`src/rtl/iommu_bank_pkg.sv`:
```
package iommu_bank_pkg;
  typedef enum logic [1:0] {SEL_NONE, SEL_CTRL, SEL_STAT, SEL_EADDR} reg_sel_e;

  localparam int unsigned OFF_CTRL  = 'h00;
  localparam int unsigned OFF_STAT  = 'h20;
  localparam int unsigned OFF_EADDR = 'h30;

  // stored control bits: en, inten, bit3, 5:4, 16, 17 (bit1 is the busy flag)
  localparam logic [31:0] CTRL_WMASK = 32'h0003_003D;
  localparam int unsigned CTRL_EN_B    = 0;
  localparam int unsigned CTRL_FLUSH_B = 1;
  localparam int unsigned CTRL_INTEN_B = 2;
endpackage

```
`src/rtl/iommu_bank_decode.sv`:
```
module iommu_bank_decode
  import iommu_bank_pkg::*;
#(
  parameter int unsigned ADDR_W     = 12,
  parameter int unsigned NUM_CTX    = 4,
  parameter int unsigned CTX_STRIDE = 64,
  parameter logic [ADDR_W-1:0] ALIAS_OFF = 12'h800,
  localparam int unsigned CTX_W = (NUM_CTX > 1) ? $clog2(NUM_CTX) : 1,
  localparam int unsigned OFF_W = $clog2(CTX_STRIDE)
) (
  input  logic [ADDR_W-1:0] addr_i,
  output reg_sel_e          sel_o,
  output logic [CTX_W-1:0]  ctx_o
);
  logic [ADDR_W-1:0] local_a;
  logic [ADDR_W-1:0] idx;
  logic [OFF_W-1:0]  off;

  assign local_a = addr_i & ~ALIAS_OFF;
  assign idx     = local_a >> OFF_W;
  assign off     = local_a[OFF_W-1:0];
  assign ctx_o   = idx[CTX_W-1:0];

  always_comb begin
    sel_o = SEL_NONE;
    if (idx < ADDR_W'(NUM_CTX)) begin
      if (off == OFF_W'(OFF_CTRL))       sel_o = SEL_CTRL;
      else if (off == OFF_W'(OFF_STAT))  sel_o = SEL_STAT;
      else if (off == OFF_W'(OFF_EADDR)) sel_o = SEL_EADDR;
    end
  end
endmodule

```
`src/rtl/iommu_ctx_slot.sv`:
```
module iommu_ctx_slot
  import iommu_bank_pkg::*;
(
  input  logic        clk_i,
  input  logic        rst_ni,
  input  logic        ctrl_we_i,
  input  logic        clr_i,
  input  logic [31:0] wdata_i,
  input  logic        flt_cap_i,
  input  logic [3:0]  flt_kind_i,
  input  logic [2:0]  flt_code_i,
  input  logic [1:0]  flt_lvl_i,
  input  logic [31:0] flt_addr_i,
  input  logic        flush_done_i,
  output logic [31:0] ctrl_o,
  output logic [31:0] stat_o,
  output logic [31:0] eaddr_o,
  output logic        en_o,
  output logic        inten_o,
  output logic        flush_o,
  output logic        busy_o,
  output logic        fault_o
);
  logic [31:0] ctrl_q;
  logic        busy_q, flush_q;
  logic [3:0]  flags_q;
  logic [2:0]  code_q;
  logic [1:0]  lvl_q;
  logic [31:0] eaddr_q;
  logic        start, take;

  assign start = ctrl_we_i & wdata_i[CTRL_FLUSH_B];
  // a clear in the same cycle frees the slot for the new report
  assign take  = flt_cap_i & (|flt_kind_i) & ((flags_q == 4'd0) | clr_i);

  always_ff @(posedge clk_i or negedge rst_ni) begin
    if (!rst_ni) begin
      ctrl_q  <= '0;
      busy_q  <= 1'b0;
      flush_q <= 1'b0;
    end else begin
      flush_q <= start;
      if (ctrl_we_i) ctrl_q <= wdata_i & CTRL_WMASK;
      if (start) busy_q <= 1'b1;
      else if (flush_done_i) busy_q <= 1'b0;
    end
  end

  always_ff @(posedge clk_i or negedge rst_ni) begin
    if (!rst_ni) begin
      flags_q <= '0;
      code_q  <= '0;
      lvl_q   <= '0;
      eaddr_q <= '0;
    end else if (take) begin
      flags_q <= flt_kind_i;
      code_q  <= flt_code_i;
      lvl_q   <= flt_lvl_i;
      eaddr_q <= flt_addr_i;
    end else if (clr_i) begin
      flags_q <= '0;
      code_q  <= '0;
      lvl_q   <= '0;
      eaddr_q <= '0;
    end
  end

  assign ctrl_o  = ctrl_q | (32'(busy_q) << CTRL_FLUSH_B);
  assign stat_o  = {18'd0, lvl_q, 1'b0, code_q, 3'd0, flags_q[3], 1'b0, flags_q[2:0]};
  assign eaddr_o = eaddr_q;
  assign en_o    = ctrl_q[CTRL_EN_B];
  assign inten_o = ctrl_q[CTRL_INTEN_B];
  assign flush_o = flush_q;
  assign busy_o  = busy_q;
  assign fault_o = |flags_q;
endmodule

```
`src/rtl/iommu_irq_merge.sv`:
```
module iommu_irq_merge #(
  parameter int unsigned NUM_CTX = 4
) (
  input  logic [NUM_CTX-1:0] inten_i,
  input  logic [NUM_CTX-1:0] fault_i,
  output logic               irq_o
);
  assign irq_o = |(inten_i & fault_i);
endmodule

```
`src/rtl/iommu_ctx_bank.sv`:
```
module iommu_ctx_bank
  import iommu_bank_pkg::*;
#(
  parameter int unsigned ADDR_W     = 12,
  parameter int unsigned NUM_CTX    = 4,
  parameter int unsigned CTX_STRIDE = 64,
  parameter logic [ADDR_W-1:0] ALIAS_OFF = 12'h800,
  localparam int unsigned CTX_W = (NUM_CTX > 1) ? $clog2(NUM_CTX) : 1
) (
  input  logic               clk_i,
  input  logic               rst_ni,
  input  logic               req_i,
  input  logic               we_i,
  input  logic [ADDR_W-1:0]  addr_i,
  input  logic [31:0]        wdata_i,
  output logic [31:0]        rdata_o,
  input  logic               flt_valid_i,
  input  logic [CTX_W-1:0]   flt_ctx_i,
  input  logic [3:0]         flt_kind_i,
  input  logic [2:0]         flt_code_i,
  input  logic [1:0]         flt_lvl_i,
  input  logic [31:0]        flt_addr_i,
  input  logic [NUM_CTX-1:0] flush_done_i,
  output logic [NUM_CTX-1:0] ctx_en_o,
  output logic [NUM_CTX-1:0] irq_en_o,
  output logic [NUM_CTX-1:0] flush_o,
  output logic               irq_o
);
  reg_sel_e         sel;
  logic [CTX_W-1:0] ctx;

  logic [31:0] ctrl_rd  [NUM_CTX];
  logic [31:0] stat_rd  [NUM_CTX];
  logic [31:0] eaddr_rd [NUM_CTX];
  logic [NUM_CTX-1:0] busy_v, fault_v, clr_v;
  logic [NUM_CTX*32-1:0] eaddr_flat;
  logic [31:0] rd_val, rdata_q;

  iommu_bank_decode #(
    .ADDR_W(ADDR_W), .NUM_CTX(NUM_CTX), .CTX_STRIDE(CTX_STRIDE), .ALIAS_OFF(ALIAS_OFF)
  ) u_dec (
    .addr_i(addr_i), .sel_o(sel), .ctx_o(ctx)
  );

  for (genvar c = 0; c < NUM_CTX; c++) begin : g_ctx
    logic hit;
    assign hit      = req_i & we_i & (ctx == CTX_W'(c));
    assign clr_v[c] = hit & (sel == SEL_STAT) & (wdata_i == 32'd0);
    assign eaddr_flat[c*32 +: 32] = eaddr_rd[c];

    iommu_ctx_slot u_slot (
      .clk_i        (clk_i),
      .rst_ni       (rst_ni),
      .ctrl_we_i    (hit & (sel == SEL_CTRL)),
      .clr_i        (clr_v[c]),
      .wdata_i      (wdata_i),
      .flt_cap_i    (flt_valid_i & (flt_ctx_i == CTX_W'(c))),
      .flt_kind_i   (flt_kind_i),
      .flt_code_i   (flt_code_i),
      .flt_lvl_i    (flt_lvl_i),
      .flt_addr_i   (flt_addr_i),
      .flush_done_i (flush_done_i[c]),
      .ctrl_o       (ctrl_rd[c]),
      .stat_o       (stat_rd[c]),
      .eaddr_o      (eaddr_rd[c]),
      .en_o         (ctx_en_o[c]),
      .inten_o      (irq_en_o[c]),
      .flush_o      (flush_o[c]),
      .busy_o       (busy_v[c]),
      .fault_o      (fault_v[c])
    );
  end

  iommu_irq_merge #(.NUM_CTX(NUM_CTX)) u_irq (
    .inten_i(irq_en_o), .fault_i(fault_v), .irq_o(irq_o)
  );

  always_comb begin
    unique case (sel)
      SEL_CTRL:  rd_val = ctrl_rd[ctx];
      SEL_STAT:  rd_val = stat_rd[ctx];
      SEL_EADDR: rd_val = eaddr_rd[ctx];
      default:   rd_val = 32'd0;
    endcase
  end

  always_ff @(posedge clk_i or negedge rst_ni) begin
    if (!rst_ni)            rdata_q <= '0;
    else if (req_i && !we_i) rdata_q <= rd_val;
  end
  assign rdata_o = rdata_q;
endmodule

```
`config.mk`:
```
export PLATFORM = sky130hd
export DESIGN_NAME = iommu_ctx_bank
export DESIGN_NICKNAME = d
export VERILOG_FILES = /design/src/rtl/iommu_bank_pkg.sv /design/src/rtl/iommu_bank_decode.sv /design/src/rtl/iommu_ctx_slot.sv /design/src/rtl/iommu_irq_merge.sv /design/src/rtl/iommu_ctx_bank.sv
export SDC_FILE = /design/constraint.sdc
export NUM_CORES = 1
export LEC_CHECK = 0
export BUFFER_PORTS_ARGS = -buffer_cell sky130_fd_sc_hd__clkbuf_2
export CAP_MARGIN = 30
export CORE_MARGIN = 5
export CORE_UTILIZATION = 32
export DETAILED_ROUTE_END_ITERATION = 16
export PLACE_DENSITY_LB_ADDON = 0.05
export SYNTH_ARGS = -nofsm -noshare
export SYNTH_HDL_FRONTEND = slang
export SYNTH_SLANG_ARGS = --single-unit
```
`constraint.sdc`:
```
create_clock -name clk_i -period 2.12 [get_ports clk_i]
set_input_delay 0.212 -clock clk_i [delete_from_list [all_inputs] [get_ports clk_i]]
set_output_delay 0.212 -clock clk_i [all_outputs]
set_load 0.01 [all_outputs]
```
==> flow_metrics.py, run 1 <==
metrics = {
    "finish": {
        "syn2layout_area_growth_pct": 29.0,
        "fin_nets": 1035,
        "antenna_cells": 0,
        "drive_gt1_share_pct": 37.3,
    },
    "yosys": {
        "syn_avg_cell_area_um2": 14.1,
        "synth_top_family_by_area": "compound AO/OA/AOI/OAI gates",
        "synth_area_um2": 10100,
        "ys_ff_latch": 232,
        "yosys.area.top_type": "dfrtp_1",
        "yosys.area_share.adder_pct": 0,
        "synthSimpleGateAreaFrac_pct": 5.74,
        "syn_nets": 816,
        "netlist.area_leader.share_pct": 57.3,
        "synth_xor_area_share_pct": 0,
        "ys_types": 43,
        "synth.mux.area_fraction_pct": 14.0,
        "seq_area_frac_synth_pct": 57.3,
        "synthCells": 720,
        "synth_area_leaders": "dfrtp_1 57%, a22o_1 14%, mux4_2 11%",
        "yosysWarnings": 0,
        "synth_compound_gate_area_share_pct": 18.2,
    },
    "run_status": {
        "status": "finished clean",
    },
    "route": {
        "drcViolationCount": 0,
        "dr.pass1.iters": 5,
        "antenna_left": 0,
        "viasPerCell": 5.41,
        "drt_iter0_drc": 353,
        "num_vias": 7341,
        "totalWireLength_mm": 31.3,
        "post_drt_wl_per_cell_um": 23.1,
    },
    "min_path": {
        "hold_depth": 3,
        "hold_class": "in -> reg",
    },
    "setup_path": {
        "critical_path_buf_inv_count": 1,
        "required_ns": 1.91,
        "path_class": "reg -> out",
        "reg2regPathDepth": 6,
        "slowest_stage": "or4_4",
        "crit_path_end_kind": "output pin",
        "path_depth": 4,
        "start_kind": "register",
        "crit_chain": "or4_4 -> a22oi_2 -> nand2_1 -> clkbuf_2",
        "critical-path-top-delay-family": "simple AND/OR/NAND/NOR gates",
        "cp.arrival_ns": 1.84,
        "critPathMaxStageDelay_ns": 0.56,
        "crit_fanout": 3,
    },
    "die": {
        "core-area_um2": 31400,
        "row_count": 65,
        "dieHeight_um": 188,
        "start_util_pct": 32.3,
        "die-area_um2": 35300,
        "pin_count": 141,
        "die_x_um": 188,
    },
    "placed_design": {
        "dpl_worst_slack_ns": -0.457,
        "gp_congestion": 0.775,
        "post-dp-hpwl_mm": 19.9,
        "port_buffers": 139,
    },
    "power": {
        "p_int_mw": 11.0,
        "clock_power_share_pct": 31.8,
        "ir_drop_v": 0.000558,
        "swShare_pct": 25.8,
        "p_per_area_nw_per_um2": 1130,
        "switching_power_mw": 3.82,
        "p_leak_nw": 6.10,
        "power_frac_seq_pct": 46.8,
        "combPwrFrac_pct": 21.4,
    },
    "sta": {
        "final.setup_skew_ns": 0.00982,
        "final_hold_viol_count": 0,
        "setup_viol": 0,
        "post-route-period-util_pct": 97.0,
        "worst_pin_slew_ns": 0.609,
        "drv_slew": 0,
        "fmax_ghz": 0.486,
        "worst_slack_ns": 0.0638,
        "finalCriticalPeriod_ns": 2.06,
        "whs_ns": 0.0247,
        "max_slew_margin_pct": 59.4,
        "rsz0062_at_grt": "no",
    },
    "global_route": {
        "grt_max_degree": 60,
        "first_global_vias": 8296,
        "met1_usage_pct": 23.0,
        "grt-ovfl-total": 0,
        "grt_use_met2_pct": 29.9,
        "use_met3_pct": 4.06,
        "top_usage_layer": "met2",
        "antenna_found_initial": 1,
        "grt_util_all_layers_pct": 17.6,
        "grt_pass1_wl_mm": 49.3,
    },
    "cts": {
        "clk_path_buf_depth": 3,
        "clk_latency_ns": 0.53,
        "cts_sinks": 232,
        "numCtsBuffers": 27,
        "htreeDepth": 1,
        "tritoncts": "yes",
        "cts_root_buf": "clkbuf_16",
        "clkSlewWorstSetupHoldPaths_ns": 0.06,
    },
    "run": {
        "cap_violations": 0,
    },
}
==> registers in the layout, summed over array words and instances (netlist names) <==
| name | flops |
|---|---|
| g_ctx.u_slot.busy_o | 4 |
| g_ctx.u_slot.flush_o | 4 |
| g_ctx.u_slot.ctrl_q | 28 |
| g_ctx.u_slot.lvl_q | 8 |
| g_ctx.u_slot.flags_q | 16 |
| g_ctx.u_slot.eaddr_o | 128 |
| rdata_o | 32 |
| g_ctx.u_slot.code_q | 12 |
==> layout make-up <==
type | instances | area, um^2
clock buffers | 35 | 726
clock inverters | 10 | 156
fillers | 2921 | 18300
inverters | 7 | 26.3
multi-input cells | 412 | 3890
flip-flops and latches | 232 | 5810
well taps | 402 | 503
repair buffers | 259 | 1950
==> path summary, 6_finish.rpt <==
check,startpoint,slack (ns),endpoint
max in group asynchronous,rst_ni,1.19,g_ctx[1].u_slot.eaddr_o[1]$_DFFE_PN0P_
min reg2reg,rdata_o[20]$_DFFE_PN0P_,0.48,rdata_o[20]$_DFFE_PN0P_
min in group asynchronous,rst_ni,0.22,rdata_o[25]$_DFFE_PN0P_
min,addr_i[7],0.02,g_ctx[0].u_slot.flush_o$_DFF_PN0_
max reg2reg,g_ctx[3].u_slot.flags_q[2]$_DFFE_PN0P_,0.09,g_ctx[3].u_slot.eaddr_o[9]$_DFFE_PN0P_
max,g_ctx[2].u_slot.flags_q[3]$_DFFE_PN0P_,0.06,irq_o
==> layout by cell type (no fill, tap or decap), types with 6 or more instances in the layout <==
cell and instances:
buf_4 59, buf_12 19, mux4_2 49, a22o_1 164
dlygate4sd3_1 43, o21ai_0 32, clkbuf_16 27, clkbuf_2 136
dfrtp_1 232, clkbuf_1 6, nand2_1 57, mux2_2 28
nor4_1 11, inv_1 7
==> tightest hold or removal path: cells and delay by family <==
family	cells	cell delay [ns]
buffers and inverters	1	0.09
AND/OR/NAND/NOR	2	0.20
==> timing repair <==
action,4_1_cts,5_1_grt
hold buffers,43,0
pin swaps,2,4
endpoints found under the hold margin,205,0
endpoints found under the setup margin,1,1
gates resized for setup,6,0
buffers inserted,3,4
==> cells in the mapped netlist <==
cell and n:
a21o_1 3, a21oi_1 1, a21oi_4 2, a221oi_1 4, a22o_1 164, a22oi_1 7, a31oi_2 1, a32oi_1 4
a41o_1 2, and2_0 1, and2_1 1, and3_1 2, and4b_1 1, buf_1 2, buf_2 21, buf_4 12
buf_6 16, clkbuf_1 18, dfrtp_1 232, inv_1 7, mux2_2 28, mux4_2 49, nand2_1 57, nand2b_1 2
nand3_1 5, nand3_2 1, nand3b_1 1, nand4_1 2, nand4b_1 1, nor2_1 6, nor2b_1 5, nor3_1 2
nor3_2 2, nor3b_2 1, nor4_1 11, nor4_2 2, nor4b_2 1, o21a_1 2, o21ai_0 32, o22ai_1 1
o41a_1 1, or2_2 1, or4_1 6
==> metal layers <==
layer  wire length (um)  vias up  share of wire (%)
li1                   -     3219                  -
met1              13400     3823                 43
met2              15300      252                 49
met3               2000       45                6.4
met4                622        2                2.0
met5                  7        -              0.022
==> per-stage QoR <==
step	instance area (um^2)	TNS (ns)	utilization [%]	instances	power (mW)
after floorplan	10100	0	-	720	8.87
after global placement	11700	-50.16	37.2	1262	9.73
after detailed placement	11700	-53.42	37.2	1262	9.94
after CTS	13000	0	41.5	1353	14.9
after global routing	13100	0	41.6	1357	15.5
final	13100	0	41.6	1357	14.8
==> kinds of logic after synthesis <==
kind of cell | Yosys count
flip-flops | 232
multiplexers | 77
AND/OR/NAND/NOR | 111
buffers and inverters | 76
AO/OA/AOI/OAI | 224
==> power by group through the flow <==
stage | sequential, mW | clock [mW] | combinational, mW
3_5_place_dp | 6.92 | 0 | 3.01
3_3_place_gp | 6.83 | 0 | 2.90
2_1_floorplan | 6.60 | 0 | 2.27
5_1_grt | 7.09 | 5.02 | 3.41
6_report | 6.91 | 4.70 | 3.16
4_1_cts | 6.90 | 4.84 | 3.14
(Power assumes the default switching activity.)
==> inputs of run 2 (changes only) <==
Settings changed: CORE_ASPECT_RATIO set to 0.8, CTS_CLUSTER_DIAMETER set to 150, PLACE_DENSITY set to 0.59, PLACE_DENSITY_LB_ADDON 0.05 to not set.
==> run 2 against run 1 <==
  * Critical path depth unchanged
  * Register-to-register slack improved by 0.09 ns
  * Wire length decreased by 9.2%
  * Critical path type unchanged
  * Critical endpoint unchanged
==> flow_metrics.py, run 2 (synthesis gave the netlist of run 1 again) <==
metrics = {
    "power": {
        "p_per_area_nw_per_um2": 1130,
        "switching_power_mw": 3.69,
        "power_frac_seq_pct": 47.0,
        "combPwrFrac_pct": 20.9,
        "p_leak_nw": 6.05,
        "ir_drop_v": 0.000558,
        "total_power_mw": 14.7,
        "p_int_mw": 11.0,
        "swShare_pct": 25.2,
        "clock_power_share_pct": 32.1,
    },
    "placed_design": {
        "dpl_worst_slack_ns": -0.322,
        "postPlaceCellArea_um2": 11600,
        "gp_congestion": 0.796,
        "port_buffers": 139,
        "post-dp-hpwl_mm": 18.6,
    },
    "global_route": {
        "antenna_found_initial": 4,
        "grt_max_degree": 67,
        "grt_util_all_layers_pct": 16.3,
        "grt-ovfl-total": 0,
        "grt_pass1_wl_mm": 46.7,
        "first_global_vias": 7730,
    },
    "sta": {
        "worst_slack_ns": 0.0361,
        "fmax_ghz": 0.480,
        "final.setup_skew_ns": 0.0148,
        "drv_slew": 0,
        "max_slew_margin_pct": 60.3,
        "worst_pin_slew_ns": 0.596,
        "final_hold_viol_count": 0,
        "setup_viol": 0,
        "finalCriticalPeriod_ns": 2.08,
        "post-route-period-util_pct": 98.3,
    },
    "route": {
        "drt_iter0_drc": 450,
        "antenna_left": 0,
        "totalWireLength_mm": 28.4,
        "drcViolationCount": 0,
        "num_vias": 7185,
        "dr.pass1.iters": 5,
        "post_drt_wl_per_cell_um": 20.8,
        "viasPerCell": 5.26,
    },
    "die": {
        "dieHeight_um": 169,
        "core-area_um2": 31400,
        "die-area_um2": 35300,
        "row_count": 58,
        "start_util_pct": 32.3,
        "die_x_um": 209,
        "pin_count": 141,
    },
    "setup_path": {
        "crit_fanout": 3,
        "reg2regPathDepth": 6,
        "crit_start": "g_ctx[0].u_slot.flags_q[1]$_DFFE_PN0P_",
        "required_ns": 1.91,
        "crit_path_end_kind": "output pin",
        "critical_path_buf_inv_count": 1,
        "crit_chain": "or4_4 -> a22oi_2 -> nand2_1 -> buf_2",
        "r2r_end": "g_ctx[1].u_slot.eaddr_o[7]$_DFFE_PN0P_",
        "critPathMaxStageDelay_ns": 0.59,
        "start_kind": "register",
        "cp.arrival_ns": 1.87,
        "critical-path-top-delay-family": "simple AND/OR/NAND/NOR gates",
        "reg2reg_slack_ns": 0.18,
        "path_class": "reg -> out",
        "regToRegStartpoint": "g_ctx[1].u_slot.flags_q[1]$_DFFE_PN0P_",
        "slowest_stage": "or4_4",
    },
    "min_path": {
        "hold_depth": 3,
        "min_to": "g_ctx[1].u_slot.ctrl_q[0]$_DFFE_PN0P_",
        "min-delay-start": "wdata_i[0]",
        "hold_class": "in -> reg",
    },
    "finish": {
        "largest_reg_flops": 128,
        "drive_gt1_share_pct": 36.6,
        "post-route-util_pct": 41.5,
        "layout_common_cells": "232 x dfrtp_1, 164 x a22o_1, 135 x clkbuf_2",
        "final_cell_area_um2": 13000,
        "final_common_cell": "dfrtp_1",
        "syn2layout_area_growth_pct": 28.5,
        "fin_nets": 1023,
    },
    "cts": {
        "cts_root_buf": "clkbuf_16",
        "cts_sinks": 232,
        "clk_latency_ns": 0.53,
        "tritoncts": "yes",
        "htreeDepth": 1,
        "clkSlewWorstSetupHoldPaths_ns": 0.06,
        "numCtsBuffers": 26,
        "clk_path_buf_depth": 3,
    },
    "run": {
        "cap_violations": 0,
    },
    "run_status": {
        "status": "finished clean",
    },
}
run 2: worst max path at each step:
| stage | end | cells past startpoint |
|---|---|---|
| 6_report | irq_o | 4 |
| 5_1_grt | irq_o | 4 |
| 4_1_cts | irq_o | 4 |
| 3_5_place_dp | g_ctx[0].u_slot.lvl_q[0]$_DFFE_PN0P_ | 8 |
| 3_3_place_gp | g_ctx[0].u_slot.eaddr_o[15]$_DFFE_PN0P_ | 8 |
| 2_1_floorplan | g_ctx[1].u_slot.ctrl_q[0]$_DFFE_PN0P_ | 5 |
run 2: power by group through the flow:
stage | Sequential [mW] | Clock [mW] | Combinational [mW]
global placement | 6.89 | 0 | 2.81
CTS | 6.87 | 4.82 | 3.03
detailed placement | 6.89 | 0 | 2.92
global route | 7.08 | 5.01 | 3.33
floorplan | 6.60 | 0 | 2.27
finish | 6.89 | 4.71 | 3.06
run 2: tightest hold or removal path, cell delays in order:
cell and delay [ns]:
clkbuf_2 0.09, buf_4 0.11, mux2_2 0.13
run 2: routing by layer:
layer	routed length, um	GRT usage (%)	up-vias
met1	13300	24.3	3703
met4	299	2.55	6
met2	12600	24.9	231
met3	2190	4.08	29
met5	34	0	-
li1	-	-	3216
run 2: per-stage QoR:
stage	hold WS (ns)	std cells	TNS (ns)
finish	0.0460	1366	0
global route	0.0562	1365	-0.0131
CTS	0.0270	1361	0
detailed placement	0.223	1269	-41.96
global placement	0.225	1269	-55.36
floorplan	-0.0836	720	0
run 2: final cells by class:
cell class	count	area [um^2]
clock inverters	11	161
multi-input cells	412	3890
flip-flops and latches	232	5810
well taps	420	526
inverters	7	26.3
repair buffers	248	1860
clock buffers	35	736
diodes	1	2.50
fillers	2969	18300
run 2: timing repair:
action                                 in CTS  in global routing
resized for setup                           4                  3
pin swaps                                   1                  4
setup endpoints to repair                   1                  3
setup buffers                               2                  4
endpoints found under the hold margin     220                  0
hold buffers                               44                  0
==> inputs of run 3 (changes only) <==
Settings changed: ABC_AREA set to 1, PLACE_DENSITY 0.59 to 0.58.
==> run 3 against run 2 <==
  * Register-to-register slack improved by 0.36 ns
  * Cell area rose by 11%
  * Clock power rose by 17%
  * Sequential share of layout area fell by 4.4 points
  * Core utilization fell by 1.1 points
  * Largest cell class unchanged
==> flow_metrics.py, run 3 <==
metrics = {
    "finish": {
        "post-route-util_pct": 40.4,
        "largest_reg_flops": 128,
        "layout_common_cells": "450 x nand2_1, 232 x dfrtp_1, 187 x nand3_1",
        "n_fill_cell": 3613,
        "final_common_cell": "nand2_1",
        "syn2layout_area_growth_pct": 25.1,
        "drive_gt1_share_pct": 17.3,
        "fin_nets": 1643,
    },
    "route": {
        "dr.pass1.iters": 5,
        "totalWireLength_mm": 40.8,
        "post_drt_wl_per_cell_um": 19.9,
        "antenna_left": 0,
        "viasPerCell": 5.42,
        "num_vias": 11100,
        "drcViolationCount": 0,
        "drt_iter0_drc": 1031,
    },
    "cts": {
        "clkSlewWorstSetupHoldPaths_ns": 0.06,
        "clk_path_buf_depth": 3,
        "ctsResizeCount": 0,
        "htreeDepth": 1,
        "cts_root_buf": "clkbuf_16",
        "cts_setup_buffers": 0,
        "clk_latency_ns": 0.55,
        "tritoncts": "yes",
        "numCtsBuffers": 28,
        "hold_buffers": 50,
        "cts_sinks": 232,
    },
    "yosys": {
        "netlist.area_leader.share_pct": 50.3,
        "yosys.area.top_type": "dfrtp_1",
        "synth_edf_count": 0,
        "synth-async-reset-ratio_pct": 100,
        "synth_area_um2": 11500,
        "synth_ff_type": "dfrtp_1",
        "syn_avg_cell_area_um2": 8.31,
        "ys_ff_latch": 232,
        "synth_area_leaders": "dfrtp_1 50%, nand2_1 15%, o211ai_1 11%",
        "syn_nets": 1486,
        "ys_top_cells_by_count": "450 x nand2_1, 232 x dfrtp_1, 187 x nand3_1",
        "yosysWarnings": 0,
        "synthCells": 1390,
        "seq_area_frac_synth_pct": 50.3,
        "synth.most_common_cell": "nand2_1",
        "ys_types": 27,
    },
    "sta": {
        "final.setup_skew_ns": 0.00955,
        "final_hold_viol_count": 0,
        "post-route-period-util_pct": 94.1,
        "drv_slew": 0,
        "setup_viol": 0,
        "finalCriticalPeriod_ns": 1.99,
        "worst_slack_ns": 0.126,
        "max_slew_margin_pct": 60.9,
        "fmax_ghz": 0.501,
        "fin_tns_setup_ns": 0,
        "worst_pin_slew_ns": 0.584,
        "rsz0062_at_grt": "no",
    },
    "global_route": {
        "grt_max_degree": 64,
        "grt_util_all_layers_pct": 19.9,
        "grt_pass1_wl_mm": 64.6,
        "antenna_found_initial": 4,
        "first_global_vias": 11100,
        "grt-ovfl-total": 0,
    },
    "setup_path": {
        "r2r_end": "g_ctx[3].u_slot.flags_q[2]$_DFFE_PN0P_",
        "required_ns": 1.91,
        "slowest_stage": "dfrtp_1",
        "crit_path_end_kind": "output pin",
        "reg2regPathDepth": 6,
        "cpMostUsedCell": "nand4_1",
        "path_class": "reg -> out",
        "critPathMaxStageDelay_ns": 0.39,
        "cp-endpoint": "irq_o",
        "start_kind": "register",
        "regToRegStartpoint": "g_ctx[3].u_slot.flags_q[2]$_DFFE_PN0P_",
        "cp.arrival_ns": 1.78,
        "crit_chain": "inv_1 -> nand4_1 -> nand2_1 -> nand4_1 -> clkbuf_2",
        "crit_start": "g_ctx[3].u_slot.flags_q[2]$_DFFE_PN0P_",
        "reg2reg_slack_ns": 0.54,
        "crit_fanout": 5,
    },
    "die": {
        "core-area_um2": 35800,
        "start_util_pct": 32.3,
        "row_count": 62,
        "die-area_um2": 40000,
        "die_x_um": 222,
        "pin_count": 141,
        "dieHeight_um": 180,
    },
    "placed_design": {
        "post-dp-hpwl_mm": 25.9,
        "dpl_worst_slack_ns": 0.291,
        "port_buffers": 139,
        "gp_congestion": 0.807,
    },
    "power": {
        "power_frac_seq_pct": 38.8,
        "p_per_area_nw_per_um2": 1210,
        "p_leak_nw": 6.79,
        "p_int_mw": 11.4,
        "ir_drop_v": 0.000862,
        "clock_power_share_pct": 31.6,
        "combPwrFrac_pct": 29.6,
        "switching_power_mw": 6.04,
        "swShare_pct": 34.6,
    },
    "min_path": {
        "hold_class": "in -> reg",
    },
    "run_status": {
        "status": "finished clean",
    },
    "run": {
        "cap_violations": 0,
    },
}
[run 3: changes by cell type after synthesis, sizes merged, moves of 49 or more]
cell    before  now
nand2       57  453
nand3        6  191
a22o       164    0
o211ai       0  164
clkbuf      18   79
mux4        49    0
[run 3: cell families after synthesis]
group / share of synthesized area, %
buf+inv: 6.53
compound gates: 15.7
flops: 50.3
simple gates: 27.5
[run 3: cell type report]
| cell class | count | area [um^2] | area share [%] |
|---|---|---|---|
| sequential | 232 | 5810 | 40.2 |
| multi-input combinational | 993 | 4990 | 34.6 |
| timing repair buffer | 249 | 1820 | 12.6 |
| clock buffer | 39 | 823 | 5.70 |
| tap | 480 | 601 | 4.16 |
| clock inverter | 13 | 246 | 1.71 |
| inverter | 43 | 161 | 1.12 |
| antenna | 1 | 2.50 | 0.0173 |
[run 3: stage by stage]
stage | instance area [um^2] | power (mW) | instances | hold WS (ns)
floorplan | 11500 | 9.95 | 1390 | -0.0836
global placement | 12900 | 11.7 | 1947 | 0.222
detailed placement | 12900 | 11.8 | 1947 | 0.223
CTS | 14500 | 17.5 | 2049 | 0.00166
global route | 14500 | 18.4 | 2049 | 0.0236
finish | 14500 | 17.4 | 2050 | 0.00630
[run 3: worst min-delay path by stage]
stage,startpoint,depth (start not counted),slack (ns),endpoint
2_1_floorplan,rst_ni,0,-0.08,g_ctx[0].u_slot.busy_o$_DFFE_PN0P_
3_3_place_gp,rst_ni,1,0.22,g_ctx[2].u_slot.eaddr_o[3]$_DFFE_PN0P_
3_5_place_dp,rst_ni,1,0.22,g_ctx[2].u_slot.eaddr_o[3]$_DFFE_PN0P_
4_1_cts,wdata_i[16],3,0.002,g_ctx[1].u_slot.ctrl_q[16]$_DFFE_PN0P_
5_1_grt,wdata_i[16],3,0.02,g_ctx[1].u_slot.ctrl_q[16]$_DFFE_PN0P_
6_report,wdata_i[16],3,0.006,g_ctx[1].u_slot.ctrl_q[16]$_DFFE_PN0P_
[run 3: critical path: cells and delay by family (launching register included)]
kind | cells | cell delay (ns)
and+or+nand+nor | 3 | 0.62
DFF | 1 | 0.39
buffers and inverters | 2 | 0.23
[run 3: metal layers]
metal / global-route usage (%) / share of wire, %
met4: 5.90 / 3.1
met2: 30.6 / 44
met5: 0 / 0.066
met3: 3.31 / 7.8
met1: 29.0 / 45
[run 3: power groups by stage]
| stage | Combinational (mW) | Sequential (mW) | Clock, mW |
|---|---|---|---|
| 2_1_floorplan | 3.35 | 6.60 | 0 |
| 3_3_place_gp | 4.90 | 6.78 | 0 |
| 3_5_place_dp | 4.98 | 6.82 | 0 |
| 4_1_cts | 5.10 | 6.75 | 5.62 |
| 5_1_grt | 5.67 | 6.94 | 5.77 |
| 6_report | 5.16 | 6.76 | 5.51 |
